[src/rtl/tmr_pkg.sv]
package tmr_pkg;

  localparam int TMR_CH = 8;

  // per-cycle strobes from the register control to the datapath
  typedef struct packed {
    logic [TMR_CH-1:0] clrFlags;   // write-one-to-clear mask
    logic              restartPre; // control register was written
  } tmrStrobe_t;

endpackage

[src/rtl/tmr_ctrl.sv]
module tmr_ctrl
  import tmr_pkg::*;
#(
  parameter int CNT_W  = 16,
  parameter int NCH    = TMR_CH,
  parameter int PRE_W  = 3,
  parameter int ADDR_W = 4
) (
  input  logic                 clk,
  input  logic                 rstN,
  input  logic                 wrEn,
  input  logic [ADDR_W-1:0]    addr,
  input  logic [CNT_W-1:0]     wrData,
  input  logic [CNT_W-1:0]     count,
  input  logic [NCH-1:0]       flags,
  output logic [CNT_W-1:0]     rdData,
  output tmrStrobe_t           strobe,
  output logic                 enable,
  output logic                 resetMode,
  output logic [PRE_W-1:0]     preSel,
  output logic [NCH-1:0]       ocMode,
  output logic [2*NCH-1:0]     action,
  output logic [NCH-1:0]       mask7,
  output logic [NCH-1:0]       level7,
  output logic [CNT_W-1:0]     cmpVal [NCH]
);

  localparam logic [ADDR_W-1:0] A_CTRL = ADDR_W'(0);
  localparam logic [ADDR_W-1:0] A_MODE = ADDR_W'(1);
  localparam logic [ADDR_W-1:0] A_ACT  = ADDR_W'(2);
  localparam logic [ADDR_W-1:0] A_MASK = ADDR_W'(3);
  localparam logic [ADDR_W-1:0] A_LVL  = ADDR_W'(4);
  localparam logic [ADDR_W-1:0] A_FLAG = ADDR_W'(5);
  localparam logic [ADDR_W-1:0] A_CNT  = ADDR_W'(6);
  localparam int               CIDX_W = ADDR_W - 1;

  logic cmpSel;
  assign cmpSel = addr[ADDR_W-1];

  always_ff @(posedge clk or negedge rstN) begin
    if (!rstN) begin
      enable    <= 1'b0;
      resetMode <= 1'b0;
      preSel    <= '0;
      ocMode    <= '0;
      action    <= '0;
      mask7     <= '0;
      level7    <= '0;
      for (int i = 0; i < NCH; i++) cmpVal[i] <= '0;
    end else if (wrEn) begin
      if (cmpSel) begin
        cmpVal[addr[CIDX_W-1:0]] <= wrData;
      end else begin
        case (addr)
          A_CTRL: begin
            enable    <= wrData[0];
            resetMode <= wrData[1];
            preSel    <= wrData[PRE_W+1:2];
          end
          A_MODE: ocMode <= wrData[NCH-1:0];
          A_ACT:  action <= wrData[2*NCH-1:0];
          A_MASK: mask7  <= wrData[NCH-1:0];
          A_LVL:  level7 <= wrData[NCH-1:0];
          default: ;
        endcase
      end
    end
  end

  always_comb begin
    strobe.clrFlags   = (wrEn && addr == A_FLAG) ? wrData[NCH-1:0] : '0;
    strobe.restartPre = wrEn && addr == A_CTRL;
  end

  always_comb begin
    rdData = '0;
    if (cmpSel) begin
      rdData = cmpVal[addr[CIDX_W-1:0]];
    end else begin
      case (addr)
        A_CTRL: rdData = CNT_W'({preSel, resetMode, enable});
        A_MODE: rdData = CNT_W'(ocMode);
        A_ACT:  rdData = CNT_W'(action);
        A_MASK: rdData = CNT_W'(mask7);
        A_LVL:  rdData = CNT_W'(level7);
        A_FLAG: rdData = CNT_W'(flags);
        A_CNT:  rdData = count;
        default: rdData = '0;
      endcase
    end
  end

endmodule

[src/rtl/tmr_datapath.sv]
module tmr_datapath
  import tmr_pkg::*;
#(
  parameter int CNT_W = 16,
  parameter int NCH   = TMR_CH,
  parameter int PRE_W = 3
) (
  input  logic                 clk,
  input  logic                 rstN,
  input  tmrStrobe_t           strobe,
  input  logic                 enable,
  input  logic                 resetMode,
  input  logic [PRE_W-1:0]     preSel,
  input  logic [NCH-1:0]       ocMode,
  input  logic [2*NCH-1:0]     action,
  input  logic [NCH-1:0]       mask7,
  input  logic [NCH-1:0]       level7,
  input  logic [CNT_W-1:0]     cmpVal [NCH],
  output logic [CNT_W-1:0]     count,
  output logic [NCH-1:0]       flags,
  output logic [NCH-1:0]       pinOut
);

  localparam int PCNT_W = (1 << PRE_W) - 1;  // widest divide is 2^(PCNT_W)
  localparam int MASTER = NCH - 1;

  logic [PCNT_W-1:0] preCnt, preNext, preTop;
  logic [CNT_W-1:0]  countNext;
  logic              tick, atTop, load;
  logic [NCH-1:0]    hit, pinNext;

  // prescaler terminal value 2^N - 1
  assign preTop = ~({PCNT_W{1'b1}} << preSel);
  assign tick   = (preCnt == preTop);
  assign atTop  = resetMode && (cmpVal[MASTER] != '0) && (count == cmpVal[MASTER]);

  always_comb begin
    load      = 1'b0;
    countNext = count;
    preNext   = preCnt;
    if (enable) begin
      if (atTop) begin
        load      = 1'b1;
        countNext = '0;
        preNext   = '0;
      end else if (tick) begin
        load      = 1'b1;
        countNext = count + 1'b1;
        preNext   = '0;
      end else begin
        preNext   = preCnt + 1'b1;
      end
    end
    if (strobe.restartPre) preNext = '0;
  end

  for (genvar i = 0; i < NCH; i++) begin : g_chan
    logic [1:0] act;
    logic       live;
    assign act     = action[2*i +: 2];
    assign live    = ocMode[i] && (act != 2'b00);
    assign hit[i]  = load && ocMode[i] && (countNext == cmpVal[i]);
    // master broadcast first, then own action
    assign pinNext[i] = !live                      ? pinOut[i] :
                        (mask7[i] && hit[MASTER])   ? level7[i] :
                        !hit[i]                     ? pinOut[i] :
                        (act == 2'b01)              ? ~pinOut[i] :
                                                      act[0];
  end

  always_ff @(posedge clk or negedge rstN) begin
    if (!rstN) begin
      preCnt <= '0;
      count  <= '0;
      flags  <= '0;
      pinOut <= '0;
    end else begin
      preCnt <= preNext;
      count  <= countNext;
      flags  <= (flags & ~strobe.clrFlags) | hit;
      pinOut <= pinNext;
    end
  end

endmodule

[src/rtl/timer_oc.sv]
module timer_oc
  import tmr_pkg::*;
#(
  parameter int CNT_W  = 16,
  parameter int NCH    = TMR_CH,
  parameter int PRE_W  = 3,
  parameter int ADDR_W = 4
) (
  input  logic              clk,
  input  logic              rstN,
  input  logic              wrEn,
  input  logic [ADDR_W-1:0] addr,
  input  logic [CNT_W-1:0]  wrData,
  output logic [CNT_W-1:0]  rdData,
  output logic [NCH-1:0]    matchFlags,
  output logic [NCH-1:0]    pinOut
);

  tmrStrobe_t         strobe;
  logic               enable, resetMode;
  logic [PRE_W-1:0]   preSel;
  logic [NCH-1:0]     ocMode, mask7, level7;
  logic [2*NCH-1:0]   action;
  logic [CNT_W-1:0]   cmpVal [NCH];
  logic [CNT_W-1:0]   count;
  logic [CNT_W-1:0]   cmpTop;

  assign cmpTop = cmpVal[NCH-1];

  tmr_ctrl #(.CNT_W(CNT_W), .NCH(NCH), .PRE_W(PRE_W), .ADDR_W(ADDR_W)) u_ctrl (
    .clk(clk), .rstN(rstN), .wrEn(wrEn), .addr(addr), .wrData(wrData),
    .count(count), .flags(matchFlags), .rdData(rdData), .strobe(strobe),
    .enable(enable), .resetMode(resetMode), .preSel(preSel), .ocMode(ocMode),
    .action(action), .mask7(mask7), .level7(level7), .cmpVal(cmpVal)
  );

  tmr_datapath #(.CNT_W(CNT_W), .NCH(NCH), .PRE_W(PRE_W)) u_dp (
    .clk(clk), .rstN(rstN), .strobe(strobe), .enable(enable),
    .resetMode(resetMode), .preSel(preSel), .ocMode(ocMode), .action(action),
    .mask7(mask7), .level7(level7), .cmpVal(cmpVal), .count(count),
    .flags(matchFlags), .pinOut(pinOut)
  );

endmodule

[config.mk]
export PLATFORM = sky130hd
export DESIGN_NAME = timer_oc
export DESIGN_NICKNAME = d
export VERILOG_FILES = /design/src/rtl/tmr_pkg.sv /design/src/rtl/tmr_ctrl.sv /design/src/rtl/tmr_datapath.sv /design/src/rtl/timer_oc.sv
export SDC_FILE = /design/constraint.sdc
export NUM_CORES = 1
export LEC_CHECK = 0
export ABC_AREA = 1
export BUFFER_PORTS_ARGS = -buffer_cell sky130_fd_sc_hd__buf_2
export CORE_ASPECT_RATIO = 1.5
export CORE_UTILIZATION = 60
export CTS_BUF_LIST = sky130_fd_sc_hd__clkbuf_4
export CTS_CLUSTER_DIAMETER = 150
export CTS_CLUSTER_SIZE = 30
export DETAILED_ROUTE_END_ITERATION = 8
export PLACE_DENSITY = 0.79
export SLEW_MARGIN = 20
export SYNTH_ARGS = -nofsm -noshare
export SYNTH_HDL_FRONTEND = slang
export SYNTH_HIERARCHICAL = 1
export SYNTH_SLANG_ARGS = --single-unit
export TNS_END_PERCENT = 30
[constraint.sdc]
create_clock -name clk -period 3.4 [get_ports clk]
set_clock_uncertainty 0.15 [all_clocks]
set_input_delay 0.34 -clock clk [delete_from_list [all_inputs] [get_ports clk]]
set_output_delay 0.34 -clock clk [all_outputs]
set_load 0.03 [all_outputs]
---- Word-level counts from Yosys, hierarchy flattened ----
Cells that the tools add are included.
word-level totals
  input bits .............................. 23
  logic and storage cells ................. 182
  output and inout port bits .............. 32
  register bits after elaboration ......... 212
cells by class
  order comparisons ....................... 2
  bitwise logic cells ..................... 14
  equality and inequality tests ........... 24
  reductions and logical operators ........ 70
  muxes and demuxes ....................... 43
  add/subtract/negate cells ............... 2
  shift operators ......................... 1
operators by type and width
  operator               number
  $eq 16x16->1           9
  $bwmux 128             1
  $mux 16                7
  $pmux 16 s7            1
  $bmux 16 s3            1
  $demux 16 s3           1
  $logic_and 1x1->1      37
  $reduce_bool 2->1      17
  $mux 7                 4
  $mux 1                 27
  $reduce_and 2->1       9
  $add 16x1->16 const B  1
  $eq 2x1->1 const B     8
  $reduce_bool 16->1     1
  $reduce_and 3->1       5
  $eq 4x3->1 const B     3
  $not 1->1              9
  $and 8x8->8            1
  $eq 4x2->1 const B     2
  $mux 8                 1
  $not 8->8              1
  $or 8x8->8             1
  $add 7x1->7 const B    1
  $eq 7x7->1             1
  7 further kinds        7

---- Logic depth before layout (Yosys ltp) ----
Gate-level depths: netlist of the first run.
  depth in word-level cells ............... 11
  gate-level depth with buffers ........... 24
  gate-level depth less buffers ........... 23

---- Modules after synthesis ----
Netlist of the first run, hierarchy kept.
by module, submodules not included
  module        sequential area each (µm²)  area an instance (µm²)  cells an instance  instances
  tmr_ctrl      4329.2                      8210.4                  1094               1
  tmr_datapath  975.9                       6189.7                  1149               1

---- Worst setup path after synthesis of the first run ----
No wires, ideal clock.
  kind .................................... reg2reg
  start point ............................. reg u_ctrl.preSel[1]
  end point ............................... reg u_dp.pinOut[2]
  required time ........................... 3.133 ns
  buffers on the path ..................... 2
  stages on the path, launching flop included .. 21
  setup slack ............................. 0.820 ns
  data arrival time ....................... 2.314 ns
  setup time .............................. 0.117 ns
  period minus slack after synthesis ...... 2.580 ns
  path through ............................ dfrtp_1 > buf_6 > nor2_4 > nor2_1 > nor2_1 > nand2_1 > nor2_4 > buf_6 > nand4_1 > nand2_2 > nand2_4 > nand2_2 > nand2_1 > nor2_2 > nand2_2 > nor2_4 > nand4_2 > nand2_1 > nand2_1 > nand2_1 > nand2_1
on the way
  word-level cells in the longest chain between the ends .. 11
  elaborated cells between the ends (all ways) .. 19
  classes of those cells .................. eq/ne (3); shift (1); mux (7); bitwise (1); reduce/logical (7)
ends and longest elaborated chain
  what                                               line                text
  from (decl)                                        tmr_ctrl.sv:20      output logic [PRE_W-1:0] preSel,
  from (signal assigned)                             tmr_ctrl.sv:58      preSel <= wrData[PRE_W+1:2];
  $shl 7x3->7 *                                      tmr_datapath.sv:33  assign preTop = ~({PCNT_W{1'b1}} << preSel);
  $not 7->7 *                                        tmr_datapath.sv:33
  $eq 7x7->1 *                                       tmr_datapath.sv:34  assign tick = (preCnt == preTop);
  $mux 16 or $mux 1 (tied branches)                  tmr_datapath.sv:46  end else if (tick) begin
  $mux 16 or $mux 1 (tied branches)                  tmr_datapath.sv:42  if (atTop) begin
  $mux 16 or $mux 1 (tied branches)                  tmr_datapath.sv:41  if (enable) begin
  $eq 16x16->1 or $logic_and 1x1->1 (tied branches)  tmr_datapath.sv:62  assign hit[i] = load && ocMode[i] && (countNext == cmpVal[i]);
  $logic_and 1x1->1                                  tmr_datapath.sv:62
  $logic_and 1x1->1                                  tmr_datapath.sv:65  (mask7[i] && hit[MASTER]) ? level7[i] :
  $reduce_bool 2->1 (no line)                        n/a
  $reduce_and 2->1 (no line)                         n/a
  to (signal assigned)                               tmr_datapath.sv:81  pinOut <= pinNext;
  to (decl)                                          tmr_datapath.sv:21  output logic [NCH-1:0] pinOut
Mark *: on every way between the ends. The rest lies on a longest branch, timed or not.
A chain may end at the register's enable or synchronous reset.

---- Final worst setup path of the first run ----
  start point ............................. reg u_ctrl.preSel[2]
  end point ............................... reg u_dp.pinOut[3]
Same word-level chain as after synthesis.

==> summary.md, run 1 <==
| Metric | Value |
|---|---|
| Status | `complete, no violations` |
| Layout overhead on the synthesized area | `12.7%` |
| Clock latency reported for the late side of the worst-skew pair | `740 ps` |
| Number of cells after detailed placement | `about 2600` |
| Peak supply drop | `0.521 mV` |
| Total power density per cell area | `570 mW/mm2` |
| Worst R2R Start | `u_ctrl/preSel[2]` |
| CP Capture Type | `flip-flop` |
| Slew Limit Fails | `0` |
| Category of the worst setup path launch point | `flip-flop` |
| Inserted Clock Buffers | `11` |
| Cell leakage power | `8.65 nW` |
| Unique masters post-synth | `37` |
| Hold Crit Class | `in -> reg` |
| TritonRoute pass-1 iters | `6` |
| Sum of net half-perimeters after detailed placement | `39700 um` |
| Register clock-pin slew on the reported worst setup and hold paths | `around 350 ps` |
| Number of flops mapped to enable cells by yosys | `0` |
| Number of I/O port buffers | `54` |
| Die Wd | `128 um` |
| Clock sink count | `212` |
| Largest net degree at the start of global routing | `55` |
| Total routed wirelength | `54500 um` |
| Fmax | `299 MHz` |
| Largest fanout on the critical path | `8` |
| Core Area | `0.0237 mm2` |
| First DRT Iteration DRCs | `1948` |
| Async S/R FF share, synth | `1.00` |
| Syn nets | `roughly 2300` |
| DR vias | `15700` |
| Number of fill cells | `~2200` |
| Worst setup slack after layout | `about 60 ps` |
| Worst setup timing slack at the placement stage | `82.4 ps` |
| Leading cell types by total area after synthesis | `sky130_fd_sc_hd__dfrtp_1, sky130_fd_sc_hd__nand2_1, sky130_fd_sc_hd__nand3_1` |
| Final worst-path cycle share | `0.982` |
| Proportion of power drawn by the clock network | `0.105` |
| Synthesized flop and latch total | `between 200 and 250` |
| Starting density of the core | `0.609` |
| Num ports | `55` |
| Synthesized area | `0.0144 mm2` |
| Clock tree root buffer cell | `sky130_fd_sc_hd__clkbuf_4` |
| Vias in the first global route | `14500` |
| Sequential cell area in the final layout | `0.00532 mm2` |
| Util after Layout | `0.686` |
| Reported max-cap violation count | `0` |
| Number of endpoints failing setup at the final stage | `0` |
| Hold path startpoint | `wrData[7]` |
| Fraction of layout instances using a drive strength above 1 | `0.141` |
| CTS tree | `yes` |
| Total Nets Final | `2395` |
| Worst path required time | `3970 ps` |
| P_sw | `4.39 mW` |
| Most prevalent standard cell on the critical path | `sky130_fd_sc_hd__nand2_1` |
| Most common cell after layout, fill and taps aside | `sky130_fd_sc_hd__nand2_1` |
| Portion of total power attributed to combinational logic | `0.494` |
| Series of cell instances along the critical path | `buf_4 -> nor2_4 -> nand2_2 -> nand2_1 -> nand2_2 -> nor2_4 -> nand3_4 -> buf_6 -> nand2_2 -> nand2_1 -> inv_2 -> nand2_4 -> buf_12 -> nand3_1 -> nand2_1 -> nor2_1 -> nand2_1 -> nor2_2 -> buf_4 -> nand3_1 -> a21oi_1 -> nand2_1 -> nand2_1` |
| Rel. slew slack | `0.457` |
| Antenna violations before repair | `3` |
| Total global routing overflow | `0` |
| Post-detailed-route via-to-cell ratio | `between 5 and 6` |
| Commonest cells after routing, fill and taps aside | `sky130_fd_sc_hd__nand2_1, sky130_fd_sc_hd__inv_1, sky130_fd_sc_hd__dfrtp_1` |
| Worst-case clock buffer depth | `3` |
| CP Class | `reg -> reg` |
| Number of levels the H-tree was split into | `1` |
| Number of warnings issued by yosys | `6` |
| Start point of the critical path | `u_ctrl/preSel[2]` |
| First-pass GRT wire length | `approximately 82000 um` |
| Top cell type by total area after synthesis | `sky130_fd_sc_hd__dfrtp_1` |
| Final non-filler cell total | `2690` |
| Switching share of total power | `0.475` |
| Bufs and invs on worst path | `5` |
| Routed length per instance | `20.3 um` |
| Area occupied by multi-input gates | `0.00801 mm2` |
| Arrival time of data at the critical path endpoint | `3910 ps` |
| Critical path's top delay family | `simple AND/OR/NAND/NOR gates` |
| Final number of hold-violating endpoints | `0` |
| All-Layer GR Usage | `0.443` |
| Detailed-route DRC error count | `0` |
| Number of cells produced by synthesis | `2243` |
| Fraction of the yosys area taken by sequential cells | `0.368` |
| Sequential power share | `0.401` |
| Antenna Violating Nets Remaining | `0` |
| Cell type of the slowest stage on the worst timing path | `sky130_fd_sc_hd__dfrtp_2` |
| Transition time at the pin with the least slew margin | `813 ps` |
| Total Power | `between 9 and 10 mW` |
| Share of the synthesized area in the top cell type | `0.368` |
| Minimum clock period after layout | `3340 ps` |
| Int Power | `~4.9 mW` |
| Die footprint | `0.0246 mm2` |
| Final weighted congestion of routability-driven global placement | `1.01` |
| Setup repair after global routing missed its margin | `true` |
| Synthesized area divided by synthesized cell count | `6.42 um2` |
| CP max stage delay | `around 550 ps` |
| Die outline height | `192 um` |
| Number of standard-cell rows in the floorplan | `69` |
| Synth Flop Type | `sky130_fd_sc_hd__dfrtp_1` |
[tightest hold or removal path, cell delays in order]
cell                      delay (ps)
sky130_fd_sc_hd__buf_2            70
sky130_fd_sc_hd__inv_1           260
sky130_fd_sc_hd__o21ai_1         220
[kinds of logic after synthesis]
family / count (synthesis) / synth area share
flops: 212 / 0.368
xor+xnor: 63 / 0.0383
fa+ha+maj: 2 / 0.00174
simple gates: 1442 / 0.427
compound gates: 221 / 0.0786
buf+inv: 303 / 0.0864
[path summary, 6_finish.rpt]
| kind | slack, ps | depth (start not counted) | to |
|---|---|---|---|
| hold / removal | 60 | 3 | u_ctrl/action[7] |
| min in group asynchronous | 490 | 3 | u_dp/flags[0] |
| setup reg to reg | 60 | 23 | u_dp/pinOut[3] |
| max in group asynchronous | 1920 | 4 | u_ctrl/cmpVal[55] |
| hold reg to reg | 410 | 2 | u_ctrl/action[1] |
| setup / recovery | 60 | 23 | u_dp/pinOut[3] |
[synth_stat cells, types with 11 or more instances]
cell type,count
sky130_fd_sc_hd__a21oi_1,26
sky130_fd_sc_hd__buf_2,24
sky130_fd_sc_hd__clkbuf_1,40
sky130_fd_sc_hd__dfrtp_1,212
sky130_fd_sc_hd__inv_1,198
sky130_fd_sc_hd__inv_2,21
sky130_fd_sc_hd__nand2_1,951
sky130_fd_sc_hd__nand2_2,31
sky130_fd_sc_hd__nand2_4,11
sky130_fd_sc_hd__nand3_1,197
sky130_fd_sc_hd__nand3b_1,12
sky130_fd_sc_hd__nand4_1,24
sky130_fd_sc_hd__nor2_1,169
sky130_fd_sc_hd__nor2_2,17
sky130_fd_sc_hd__o21ai_0,176
sky130_fd_sc_hd__o21ai_1,11
sky130_fd_sc_hd__xnor2_1,41
sky130_fd_sc_hd__xor2_1,22
[per-layer routing]
metal,share of wire,up-vias,GRT usage
met4,0.078,2,0.329
met1,0.37,7218,0.541
li1,-,7247,-
met3,0.097,256,0.0819
met2,0.45,1000,0.697
met5,0.00022,-,0
[state kept, by name, summed over array words and instances (netlist names)]
signal            flops
u_ctrl/cmpVal       128
u_dp/preCnt           7
u_ctrl/resetMode      1
u_dp/pinOut           8
u_ctrl/preSel         3
u_dp/count           16
u_ctrl/action        16
u_ctrl/enable         1
u_ctrl/ocMode         8
u_dp/flags            8
u_ctrl/mask7          8
u_ctrl/level7         8
[power by group through the flow]
stage / sequential, mW / combinational, mW / clock [mW]
after global placement: 3.71 / 4.01 / 0
after detailed placement: 3.73 / 4.08 / 0
final: 3.70 / 4.56 / 0.975
after floorplan: 3.54 / 2.81 / 0
after CTS: 3.68 / 4.12 / 1.01
after global routing: 3.77 / 4.96 / 1.06
[metrics by stage]
stage / hold WS [ps] / TNS [ps] / instance area [um2]
final: 56.2 / 0 / 16200
after global routing: 19.8 / -249 / 16200
after CTS: 3.16 / 0 / 15800
after detailed placement: 230 / 0 / 15500
after global placement: 222 / 0 / 15500
after floorplan: -106 / 0 / 14400
[area by class of cell]
class	instances	share of cell area
flip-flops and latches	212	0.328
multi-input cells	1729	0.494
clock buffers	11	0.00509
diodes	2	0.000308
inverters	220	0.0509
clock inverters	1	0.00185
well taps	319	0.0246
repair buffers	196	0.0953
[repair_timing]
action / 4_1_cts / 5_1_grt
setup endpoints to repair: 2 / 14
gates cloned: 0 / 1
gates resized for setup: 2 / 51
buffers inserted: 0 / 24
hold endpoints to repair: 293 / 0
hold buffers: 14 / 0
pin swaps: 0 / 11
No activity file was read; power rests on OpenSTA's default activity.
==> inputs of run 2 (changes only) <==
CAP_MARGIN = 20   (was default)
REMOVE_ABC_BUFFERS = 1   (was default)
==> summary.md, run 2 (same netlist as run 1, synthesis figures left out) <==
| Metric | Value |
|---|---|
| Most common cell after layout, fill and taps aside | `sky130_fd_sc_hd__nand2_1 (unchanged)` |
| Series of cell instances along the critical path | `inv_2 -> nand2_1 -> nand2_1 -> nor2_1 -> nand2_1 -> nor2_1 -> buf_4 -> nand3_4 -> buf_4 -> nand2_1 -> nand2_1 -> nand2_4 -> inv_2 -> nand2_1 -> nand2_1 -> nor2_1 -> nand2_1 -> nor2_1 -> nand3_1 -> a21oi_1 -> nand2_1 -> nand2_1 (was buf_4 -> nor2_4 -> nand2_2 -> nand2_1 -> nand2_2 -> nor2_4 -> nand3_4 -> buf_6 -> nand2_2 -> nand2_1 -> inv_2 -> nand2_4 -> buf_12 -> nand3_1 -> nand2_1 -> nor2_1 -> nand2_1 -> nor2_2 -> buf_4 -> nand3_1 -> a21oi_1 -> nand2_1 -> nand2_1)` |
| Most prevalent standard cell on the critical path | `sky130_fd_sc_hd__nand2_1 (unchanged)` |
| Clock tree root buffer cell | `sky130_fd_sc_hd__clkbuf_4 (unchanged)` |
| Worst hold margin | `38.2 ps (was 56.2 ps)` |
| Worst path required time | `3960 ps (was 3970 ps)` |
| Number of I/O port buffers | `54 (unchanged)` |
| Vias in the first global route | `14400 (was 14500)` |
| Antenna violations before repair | `4 (was 3)` |
| Starting density of the core | `0.609 (unchanged)` |
| Reported max-cap violation count | `0 (unchanged)` |
| Final weighted congestion of routability-driven global placement | `1.08 (was 1.01)` |
| Die footprint | `0.0246 mm2 (unchanged)` |
| Arrival time of data at the critical path endpoint | `3830 ps (was 3910 ps)` |
| Inserted Clock Buffers | `11 (unchanged)` |
| Largest net degree at the start of global routing | `92 (was 55)` |
| CTS tree | `yes (unchanged)` |
| Start point of the critical path | `u_ctrl/cmpVal[3] (was u_ctrl/preSel[2])` |
| Post-detailed-route via-to-cell ratio | `5.89 (was 5.84)` |
| First-pass GRT wire length | `80800 um (was 81800 um)` |
| Transition time at the pin with the least slew margin | `849 ps (was 813 ps)` |
| Clock latency reported for the late side of the worst-skew pair | `730 ps (was 740 ps)` |
| Num ports | `55 (unchanged)` |
| Worst-case clock buffer depth | `3 (unchanged)` |
| Worst R2R Start | `u_ctrl/cmpVal[3] (was u_ctrl/preSel[2])` |
| Final number of hold-violating endpoints | `0 (unchanged)` |
| Register ranked first by flip-flop count | `u_ctrl/cmpVal (unchanged)` |
| Number of endpoints failing setup at the final stage | `0 (unchanged)` |
| Minimum clock period after layout | `3270 ps (was 3340 ps)` |
| Largest fanout on the critical path | `9 (was 8)` |
| TritonRoute pass-1 iters | `9 (was 6)` |
| CP max stage delay | `540 ps (was 550 ps)` |
| CP Class | `reg -> reg (unchanged)` |
| Cell type of the slowest stage on the worst timing path | `sky130_fd_sc_hd__dfrtp_2 (unchanged)` |
| Slew Limit Fails | `0 (unchanged)` |
| Largest registers | `u_ctrl/cmpVal (128), u_ctrl/action (16), u_dp/count (16) (unchanged)` |
| Total global routing overflow | `0 (unchanged)` |
| CP Capture Type | `flip-flop (unchanged)` |
| All-Layer GR Usage | `0.439 (was 0.443)` |
| Category of the worst setup path launch point | `flip-flop (unchanged)` |
| Met3 wire len | `4990 um (was 5310 um)` |
| Highest metal layer with signal wires | `met5 (unchanged)` |
| Hold Crit Class | `in -> async (was in -> reg)` |
| Total Nets Final | `2377 (was 2395)` |
| Final worst-path cycle share | `0.961 (was 0.982)` |
| Worst setup timing slack at the placement stage | `-49.8 ps (was 82.4 ps)` |
| Commonest cells after routing, fill and taps aside | `sky130_fd_sc_hd__nand2_1, sky130_fd_sc_hd__inv_1, sky130_fd_sc_hd__nand3_1 (was sky130_fd_sc_hd__nand2_1, sky130_fd_sc_hd__inv_1, sky130_fd_sc_hd__dfrtp_1)` |
| Cell leakage power | `8.50 nW (was 8.65 nW)` |
| Status | `complete, no violations (unchanged)` |
| Total power density per cell area | `573 mW/mm2 (was 570 mW/mm2)` |
| Sum of net half-perimeters after detailed placement | `39400 um (was 39700 um)` |
| Routed met2 length | `25300 um (was 24700 um)` |
| Number of levels the H-tree was split into | `1 (unchanged)` |
| Core Area | `0.0237 mm2 (unchanged)` |
| Detailed-route DRC error count | `0 (unchanged)` |
| Number of standard-cell rows in the floorplan | `69 (unchanged)` |
| Layout overhead on the synthesized area | `10.9% (was 12.7%)` |
| Setup tns final | `0 ps (unchanged)` |
| Die Wd | `128 um (unchanged)` |
| Largest register FFs | `128 (unchanged)` |
| Total routed wirelength | `54400 um (was 54500 um)` |
| Register clock-pin slew on the reported worst setup and hold paths | `310 ps (was 350 ps)` |
| Worst setup slack after layout | `131 ps (was 60.9 ps)` |
| Critical path's top delay family | `simple AND/OR/NAND/NOR gates (unchanged)` |
| Peak supply drop | `0.594 mV (was 0.521 mV)` |
| Routed length per instance | `20.4 um (was 20.3 um)` |
| Bufs and invs on worst path | `4 (was 5)` |
| Clock sink count | `212 (unchanged)` |
| Reg2reg setup slack | `130 ps (was 60 ps)` |
| Antenna Violating Nets Remaining | `0 (unchanged)` |
| Fraction of layout instances using a drive strength above 1 | `0.137 (was 0.141)` |
| First DRT Iteration DRCs | `1730 (was 1948)` |
| Met1 Routed Length | `19900 um (was 20200 um)` |
| Fmax | `306 MHz (was 299 MHz)` |
| DR vias | `15700 (about the same)` |
| Rel. slew slack | `0.433 (was 0.457)` |
| Die outline height | `192 um (unchanged)` |
==> run 2: cell count changes in the layout (fill, tap and decap cells not counted), sizes merged <==
| cell | before | now |
|---|---|---|
| buf | 182 | 165 |
| clkbuf | 12 | 11 |
| clkinvlp | 0 | 1 |
| diode | 2 | 1 |
| dlygate4sd3 | 13 | 12 |
| inv | 219 | 218 |
| nand3 | 203 | 204 |
==> run 2: through the flow <==
step | instances | power [mW] | utilization | cell area [um2]
2_1_floorplan | 2160 | 6.24 | - | 14000
3_3_place_gp | 2615 | 7.71 | 0.648 | 15300
3_5_place_dp | 2615 | 7.78 | 0.648 | 15300
4_1_cts | 2641 | 8.77 | 0.659 | 15600
5_1_grt | 2671 | 9.68 | 0.675 | 16000
6_report | 2671 | 9.15 | 0.675 | 16000
==> run 2: layer usage <==
layer,GRT usage,vias to the layer above
met5,0,-
li1,-,7207
met1,0.532,7291
met2,0.714,995
met3,0.0685,239
met4,0.307,4
==> run 2: area by class of cell <==
type / instances / area, um2
antenna: 1 / 2.50
fill: 2246 / 7690
inverter: 220 / 830
multi-input combinational: 1730 / 8000
clock inverter: 1 / 30.0
sequential: 212 / 5330
tap: 319 / 399
clock buffer: 11 / 82.6
timing repair buffer: 177 / 1300
==> run 2: timing repair <==
action / 4_1_cts / 5_1_grt
resized for setup: 3 / 52
pin swaps: 1 / 9
buffers inserted: 2 / 27
gates cloned: 0 / 2
hold endpoints to repair: 187 / 0
setup endpoints to repair: 5 / 15
hold buffers: 12 / 0
==> run 2: path summary, 6_finish.rpt <==
| check | to | cells after the start |
|---|---|---|
| max in group asynchronous | u_ctrl/cmpVal[127] | 3 |
| worst max register to register | u_dp/pinOut[3] | 22 |
| min in group clk | u_ctrl/cmpVal[33] | 3 |
| worst min-delay path | u_ctrl/mask7[1] | 2 |
| worst max-delay path | u_dp/pinOut[3] | 22 |
| worst min register to register | u_ctrl/action[4] | 2 |
==> run 2: where the power goes <==
| part | total [mW] | switching [mW] | internal (mW) |
|---|---|---|---|
| Combinational | 4.49 | 2.93 | 1.55 |
| Sequential | 3.67 | 0.634 | 3.04 |
| Clock | 0.990 | 0.821 | 0.169 |
| Total | 9.15 | 4.39 | 4.76 |
